File: src/rtl/blk_lock_guard.sv
module blk_lock_guard #(
  parameter int ADDR_W = 20,
  parameter int BLK_W  = 4
) (
  input  logic              clk,
  input  logic              rst_n,
  input  logic [2:0]        op_i,
  input  logic [BLK_W-1:0]  blk_i,
  input  logic [1:0]        rp_lvl_i,
  input  logic              commit_i,
  input  logic              abort_i,
  input  logic [ADDR_W-1:0] rd_addr_i,
  output logic              permit_o,
  output logic              viol_o,
  output logic              set_err_o,
  output logic              clr_err_o,
  output logic [7:0]        id_data_o
);
  localparam int NBLK  = 1 << BLK_W;
  localparam int OFF_W = ADDR_W - BLK_W;

  localparam logic [2:0] OP_NONE = 3'd0, OP_ERASE = 3'd1, OP_WRITE = 3'd2,
                         OP_SETB = 3'd3, OP_SETM = 3'd4, OP_CLR = 3'd5;

  logic [NBLK-1:0] lock_q;
  logic            master_q;

  wire pin_up = rp_lvl_i != 2'd0;
  wire pin_hv = rp_lvl_i == 2'd3;
  wire cfg_ok = pin_up && (!master_q || pin_hv);

  always_comb begin
    case (op_i)
      OP_ERASE, OP_WRITE: permit_o = pin_up && (!lock_q[blk_i] || pin_hv);
      OP_SETB, OP_CLR:    permit_o = cfg_ok;
      OP_SETM:            permit_o = pin_hv;
      default:            permit_o = 1'b0;
    endcase
  end

  assign viol_o    = (op_i != OP_NONE) && !permit_o;
  assign set_err_o = viol_o && (op_i == OP_SETB || op_i == OP_SETM);
  assign clr_err_o = viol_o && (op_i == OP_CLR);

  always_ff @(posedge clk or negedge rst_n) begin
    if (!rst_n) begin
      lock_q   <= '0;
      master_q <= 1'b0;
    end else if (commit_i && permit_o) begin
      case (op_i)
        OP_SETB: lock_q[blk_i] <= 1'b1;
        OP_SETM: master_q      <= 1'b1;
        OP_CLR:  lock_q        <= '0;
        default: ;
      endcase
    end else if (abort_i && permit_o && op_i == OP_CLR) begin
      lock_q <= '1;
    end
  end

  wire [BLK_W-1:0] rd_blk = rd_addr_i[ADDR_W-1:OFF_W];
  wire [OFF_W-1:0] rd_off = rd_addr_i[OFF_W-1:0];

  always_comb begin
    id_data_o = 8'h00;
    if (rd_off == OFF_W'(2))
      id_data_o = {7'b0, lock_q[rd_blk]};
    else if (rd_blk == '0) begin
      if (rd_off == OFF_W'(0))      id_data_o = 8'h89;
      else if (rd_off == OFF_W'(1)) id_data_o = 8'hA6;
      else if (rd_off == OFF_W'(3)) id_data_o = {7'b0, master_q};
    end
  end


  rp_low_deny_chk: assert property (@(posedge clk) disable iff (!rst_n)
    rp_lvl_i == 2'd0 |-> !permit_o);

  master_sticky_chk: assert property (@(posedge clk) disable iff (!rst_n)
    master_q |=> master_q);

  master_needs_hv_chk: assert property (@(posedge clk) disable iff (!rst_n)
    $rose(master_q) |-> $past(rp_lvl_i) == 2'd3);

  clear_all_chk: assert property (@(posedge clk) disable iff (!rst_n)
    commit_i && permit_o && op_i == OP_CLR |=> lock_q == '0);

  abort_fill_chk: assert property (@(posedge clk) disable iff (!rst_n)
    abort_i && !commit_i && permit_o && op_i == OP_CLR |=> lock_q == '1);

  quiet_stable_chk: assert property (@(posedge clk) disable iff (!rst_n)
    !commit_i && !abort_i |=> $stable(lock_q) && $stable(master_q));

  flag_excl_chk: assert property (@(posedge clk) disable iff (!rst_n)
    !(permit_o && viol_o) && !(set_err_o && clr_err_o));
endmodule

File: config.mk
export PLATFORM = sky130hd
export DESIGN_NAME = blk_lock_guard
export DESIGN_NICKNAME = d
export VERILOG_FILES = /design/src/rtl/blk_lock_guard.sv
export SDC_FILE = /design/constraint.sdc
export NUM_CORES = 1
export LEC_CHECK = 0
export ABC_AREA = 1
export ABC_CLOCK_PERIOD_IN_PS = 2400
export BUFFER_PORTS_ARGS = -buffer_cell sky130_fd_sc_hd__buf_2
export CORE_ASPECT_RATIO = 0.9
export CORE_UTILIZATION = 52
export CTS_CLUSTER_DIAMETER = 80
export DETAILED_ROUTE_END_ITERATION = 7
export PLACE_DENSITY_LB_ADDON = 0.12
export SLEW_MARGIN = 20
export SYNTH_ARGS = -nofsm -noshare
export SYNTH_HDL_FRONTEND = slang
export SYNTH_SLANG_ARGS = --single-unit
File: constraint.sdc
create_clock -name clk -period 2.4 [get_ports clk]
set_input_delay 0.48 -clock clk [delete_from_list [all_inputs] [get_ports clk]]
set_output_delay 0.48 -clock clk [all_outputs]
set_load 0.01 [all_outputs]
# --- Word-level counts from Yosys, hierarchy flattened ---
# Cells that the tools add are included.
word_totals:
  ff_bits: 17
  in_bits: 33
  output_inout_bits: 12
  word_cells: 55
classes:
  order_cmp: 3
  eq_ne: 10
  mux: 15
  bitwise: 1
  reduce_logical: 24
ops:
  columns: ["cell", "count"]
  rows:
  - ["$eq 16x2->1 const B", 2]
  - ["$mux 16", 2]
  - ["$mux 8", 4]
  - ["$pmux 16 s2", 1]
  - ["$eq 16x1->1 const B", 1]
  - ["$logic_not 16->1", 1]
  - ["$or 16x16->16", 1]
  - ["$lt 4x5->1 const B", 2]
  - ["$logic_and 1x1->1", 9]
  - ["$bmux 1 s4", 2]
  - ["$eq 3x2->1 const B", 2]
  - ["$eq 3x3->1 const B", 2]
  - ["$demux 1 s4", 1]
  - ["$ge 4x1->1 const B", 1]
  - ["$logic_not 4->1", 1]
  - ["$mux 1", 4]
  - ["$reduce_and 2->1", 2]
  - ["$reduce_bool 2->1", 2]
  - ["$reduce_or 2->1", 2]
  - ["$eq 3x1->1 const B", 1]
  - ["$logic_not 1->1", 3]
  - ["$logic_or 1x1->1", 3]
  - ["$ne 3x3->1 const B", 1]
  - ["$pmux 1 s3", 1]
  - ["2 further kinds", 2]

# --- Longest topological paths before layout ---
logic_depth:
  word_depth: 10
  ltp_mapped: 15
  mapped_depth_nobuf: 14

# --- Worst setup path before layout ---
# Ideal clock, no wire load.
synth_path:
  kind: "input port to output port"
  start: "input rd_addr_i[13]"
  end: "output id_data_o[2]"
  arrival_ns: 1.889
  slack_ns: 0.031
  path_stages: 5
  cell_sequence: "or2_2 > nor4_1 > nand2_1 > nor4_1 > buf_4"
synth_between:
  elab_chain_cells: 5
synth_lines:
  columns: ["item", "line", "source"]
  rows:
  - ["start, declared", "12", "input logic [ADDR_W-1:0] rd_addr_i,"]
  - ["$eq 16x1->1", "70", "else if (rd_off == OFF_W'(1)) id_data_o = 8'hA6;"]
  - ["$mux 8", "70", null]
  - ["$mux 8", "69", "if (rd_off == OFF_W'(0)) id_data_o = 8'h89;"]
  - ["$mux 8", "68", "else if (rd_blk == '0) begin"]
  - ["$mux 8 (*)", "66", "if (rd_off == OFF_W'(2))"]
  - ["end, declared", "17", "output logic [7:0] id_data_o"]
# Mark *: on every way between the ends. The rest lies on a longest branch, timed or not.

# --- Final worst setup path ---
layout_path:
  start: "input blk_i[0]"
  end: "output set_err_o"
layout_between:
  elab_chain_cells: 9
layout_lines:
  columns: ["item", "line", "source"]
  rows:
  - ["start, declared", "8", "input logic [BLK_W-1:0] blk_i,"]
  - ["$bmux 1 s4", "34", "OP_ERASE, OP_WRITE: permit_o = pin_up && (!lock_q[blk_i] || pin_hv);"]
  - ["$mux 1 (not written as such)", "34", null]
  - ["$logic_not 1->1", "34", null]
  - ["$logic_or 1x1->1", "34", null]
  - ["$logic_and 1x1->1", "34", null]
  - ["$pmux 1 s3", "33", "case (op_i)"]
  - ["$logic_not 1->1", "41", "assign viol_o = (op_i != OP_NONE) && !permit_o;"]
  - ["$logic_and 1x1->1", "41", null]
  - ["$logic_and 1x1->1", "42", "assign set_err_o = viol_o && (op_i == OP_SETB || op_i == OP_SETM);"]
  - ["end, declared", "15", "output logic set_err_o,"]
# No other way between the ends. The select of a mux whose other input is x is not followed.

==> results by group <==
Run status
  – Status: finished, final reports clean

Placed design
  – RD Place Congestion: 0.9727
  – Count of input and output buffers: 42
  – Dpl hpwl: 3354 µm

Synthesis
  – Post-synthesis sequential area ratio: 26.71%
  – Share of the synthesized area in the top cell type: 26.71%
  – Synth unique cells: 29
  – Post-Syn Area: 1593 µm²
  – Yosys reg bits: 17
  – Synth Warn #: 0
  – Synth area leaders: dfrtp_1 (27%), nand2_1 (24%), o21ai_0 (8.8%), nand3_1 (6.9%), inv_1 (6.6%)
  – Leading area contributor after synthesis: dfrtp_1
  – Synth Area per Inst: 5.965 µm²
  – Mapped Cells: 267

Clock tree
  – Clock tree sinks: 17
  – Post-CTS Hold Fix Bufs: 0
  – Clock Tree Root: clkbuf_4
  – Clock insertion delay at the later pin of the skew report: 0.32 ns
  – Clock buffer count from CTS: 3
  – CTS tree: built
  – H-tree depth: 1
  – Longest Clk Path Bufs: 2
  – Clk pin slew, worst setup/hold paths: 0.12 ns

Floorplan
  – Die Width: 60.34 µm
  – IO Pins: 45
  – Site row count: 18
  – DIE AREA: 3289 µm²
  – Die Y: 54.51 µm
  – Core box area: 2838 µm²
  – Initial Utilization: 56.13%

Detailed routing
  – WL per Instance: 12.42 µm
  – 1st-iter DRT viols: 155
  – Vias after detailed routing: 1890
  – Pre-Repair DR Iteration Count: 8
  – # DRC: 0
  – ANT nets after route: 0
  – Final wirelength: 4359 µm
  – Drt via density: 5.385

Global route
  – Vias in the first global route: 1444
  – Initial antenna violation count: 0
  – Grt ovf: 0
  – Total Routing Usage GR: 27.65%
  – First-pass GRT wire length: 6699 µm
  – Largest net degree at the start of global routing: 19

Critical path
  – CP Capture Type: output pin
  – Worst path arrival time: 1.74 ns
  – Crit path depth: 13
  – CP Class: input port to output pin
  – Worst Path Required: 1.92 ns
  – Critical Path Max Stage Delay: 0.17 ns
  – Critical path's most frequent cell: nand2_1
  – R2R Path Start: lock_q[2]
  – Flop2flop setup slack: 0.61 ns
  – CP Launch Type: input port
  – Crit path max-delay family: buffers and inverters
  – Crit-path max FO: 10
  – Critical-path cell list: clkbuf_4 > buf_4 > nand2_1 > nand2_1 > nand2_1 > nand2_1 > nand2_1 > nand3_1 > o21bai_2 > nand2_4 > o211ai_1 > a21oi_1 > buf_2
  – Slowest stage cell, crit path: clkbuf_4
  – Register-to-Register Path Depth: 13
  – R2r endpoint: lock_q[6]
  – Buf+Inv Stages, Crit Path: 3

Timing
  – Setup violations, final: 0
  – Final setup TNS: 0 ns
  – Skew final: 0.01629 ns
  – Minimum clock period: 2.224 ns
  – Max Clk Rate: 449.6 MHz
  – Final cycle utilization of the critical path: 92.69%
  – Final Hold Fails: 0
  – RSZ-0062 raised after global routing: yes
  – Final-report max-slew violation count: 0

Finish
  – Share of cells above drive strength 1: 22.83%
  – Area Growth Syn to Fin: 19.48%
  – Layout Nets: 345
  – Most common cell after layout, fill and taps aside: nand2_1
  – Antenna cells: 0
  – Commonest non-fill, non-tap cells in the layout: nand2_1 (103), buf_2 (41), inv_1 (28), o21ai_0 (28), nand3_1 (22)
  – Util after Layout: 67.06%

Power
  – Leakage: 1.041 nW
  – Power density over the cells: 608.1 nW/µm²
  – Design Power: 1.157 mW
  – Worst IR Drop VDD: 0.4871 mV

Min path
  – Hold Crit Class: input port to async pin

Job
  – Max Cap Viol: 0
[worst register-to-register path: stages (launching register included)]
cell and delay (ns):
dfrtp_1 0.43, nand2_1 0.09, nand2_1 0.05, nand2_1 0.06, nand2_1 0.05, nand2_1 0.06
nand3_1 0.10, o21bai_2 0.16, nand2_4 0.09, nand2_4 0.11, nand2_4 0.16, nand2_4 0.22
nand2_1 0.08, nand2_1 0.06
[state kept, by name, indices dropped and copies added, names as in the netlist]
| signal | cells |
|---|---|
| lock_q | 16 |
| master_q | 1 |
[synth_stat cells, drive strengths merged]
cell,count
o211ai,2
nand3,24
nand2,109
clkbuf,2
a22oi,1
nor3,1
dfrtp,17
a2111oi,1
o21ai,30
o21bai,1
a21oi,9
inv,30
nor4,4
a21boi,1
buf,9
nor2,20
or2,1
a31o,1
nand4,2
conb,1
o22ai,1
[kinds of logic after synthesis]
kind of cell	after synthesis	share of synthesized area [%]
compound gates	47	17.05
simple gates	161	44.30
flops	17	26.71
other cells	1	0.2354
buf+inv	41	11.70
[per-stage QoR]
step	setup slack, ns	cell area [µm²]	cells	hold WS [ns]
2_1_floorplan	0.03110	1597	268	0.1844
3_3_place_gp	0.1132	1856	347	0.4229
3_5_place_dp	0.07568	1856	347	0.4311
4_1_cts	0.07289	1883	351	0.08818
5_1_grt	0.004076	1903	351	0.1045
6_report	0.1756	1903	351	0.07109
[power breakdown]
group | internal, mW | total, mW | leakage, nW | switching, mW
combinational | 0.202 | 0.485 | 0.821 | 0.282
clock | 0.0624 | 0.169 | 0.0177 | 0.107
sequential | 0.394 | 0.503 | 0.203 | 0.109
total | 0.659 | 1.16 | 1.04 | 0.498
[per-layer routing]
metal	up-vias	global-route usage [%]	part of all wire (%)
li1	941	-	-
met1	833	40.41	46
met2	106	41.03	42
met3	10	5.201	10
met4	0	8.140	1.4
met5	-	0	0
[worst max-delay path by stage]
| stage | start | endpoint | slack (ns) |
|---|---|---|---|
| floorplan | rd_addr_i[13] | id_data_o[2] | 0.03 |
| global placement | rd_addr_i[13] | id_data_o[0] | 0.11 |
| detailed placement | rd_addr_i[13] | id_data_o[1] | 0.08 |
| CTS | rd_addr_i[13] | id_data_o[1] | 0.07 |
| global route | rd_addr_i[13] | id_data_o[0] | 0.004 |
| finish | blk_i[0] | set_err_o | 0.18 |
[area by class of cell]
| class | instances | area [µm²] |
|---|---|---|
| clock inverter | 1 | 5.005 |
| inverter | 30 | 112.6 |
| multi-input combinational | 210 | 1002 |
| clock buffer | 3 | 22.52 |
| timing repair buffer | 50 | 285.3 |
| fill | 280 | 934.6 |
| sequential | 17 | 425.4 |
| tap | 40 | 50.05 |
[what timing repair did]
item                                    in CTS  in global routing
endpoints found under the setup margin       0                  6
gates resized for setup                      0                  4
buffers inserted                             0                  0
Note: power is estimated with default switching activity, not from simulation.
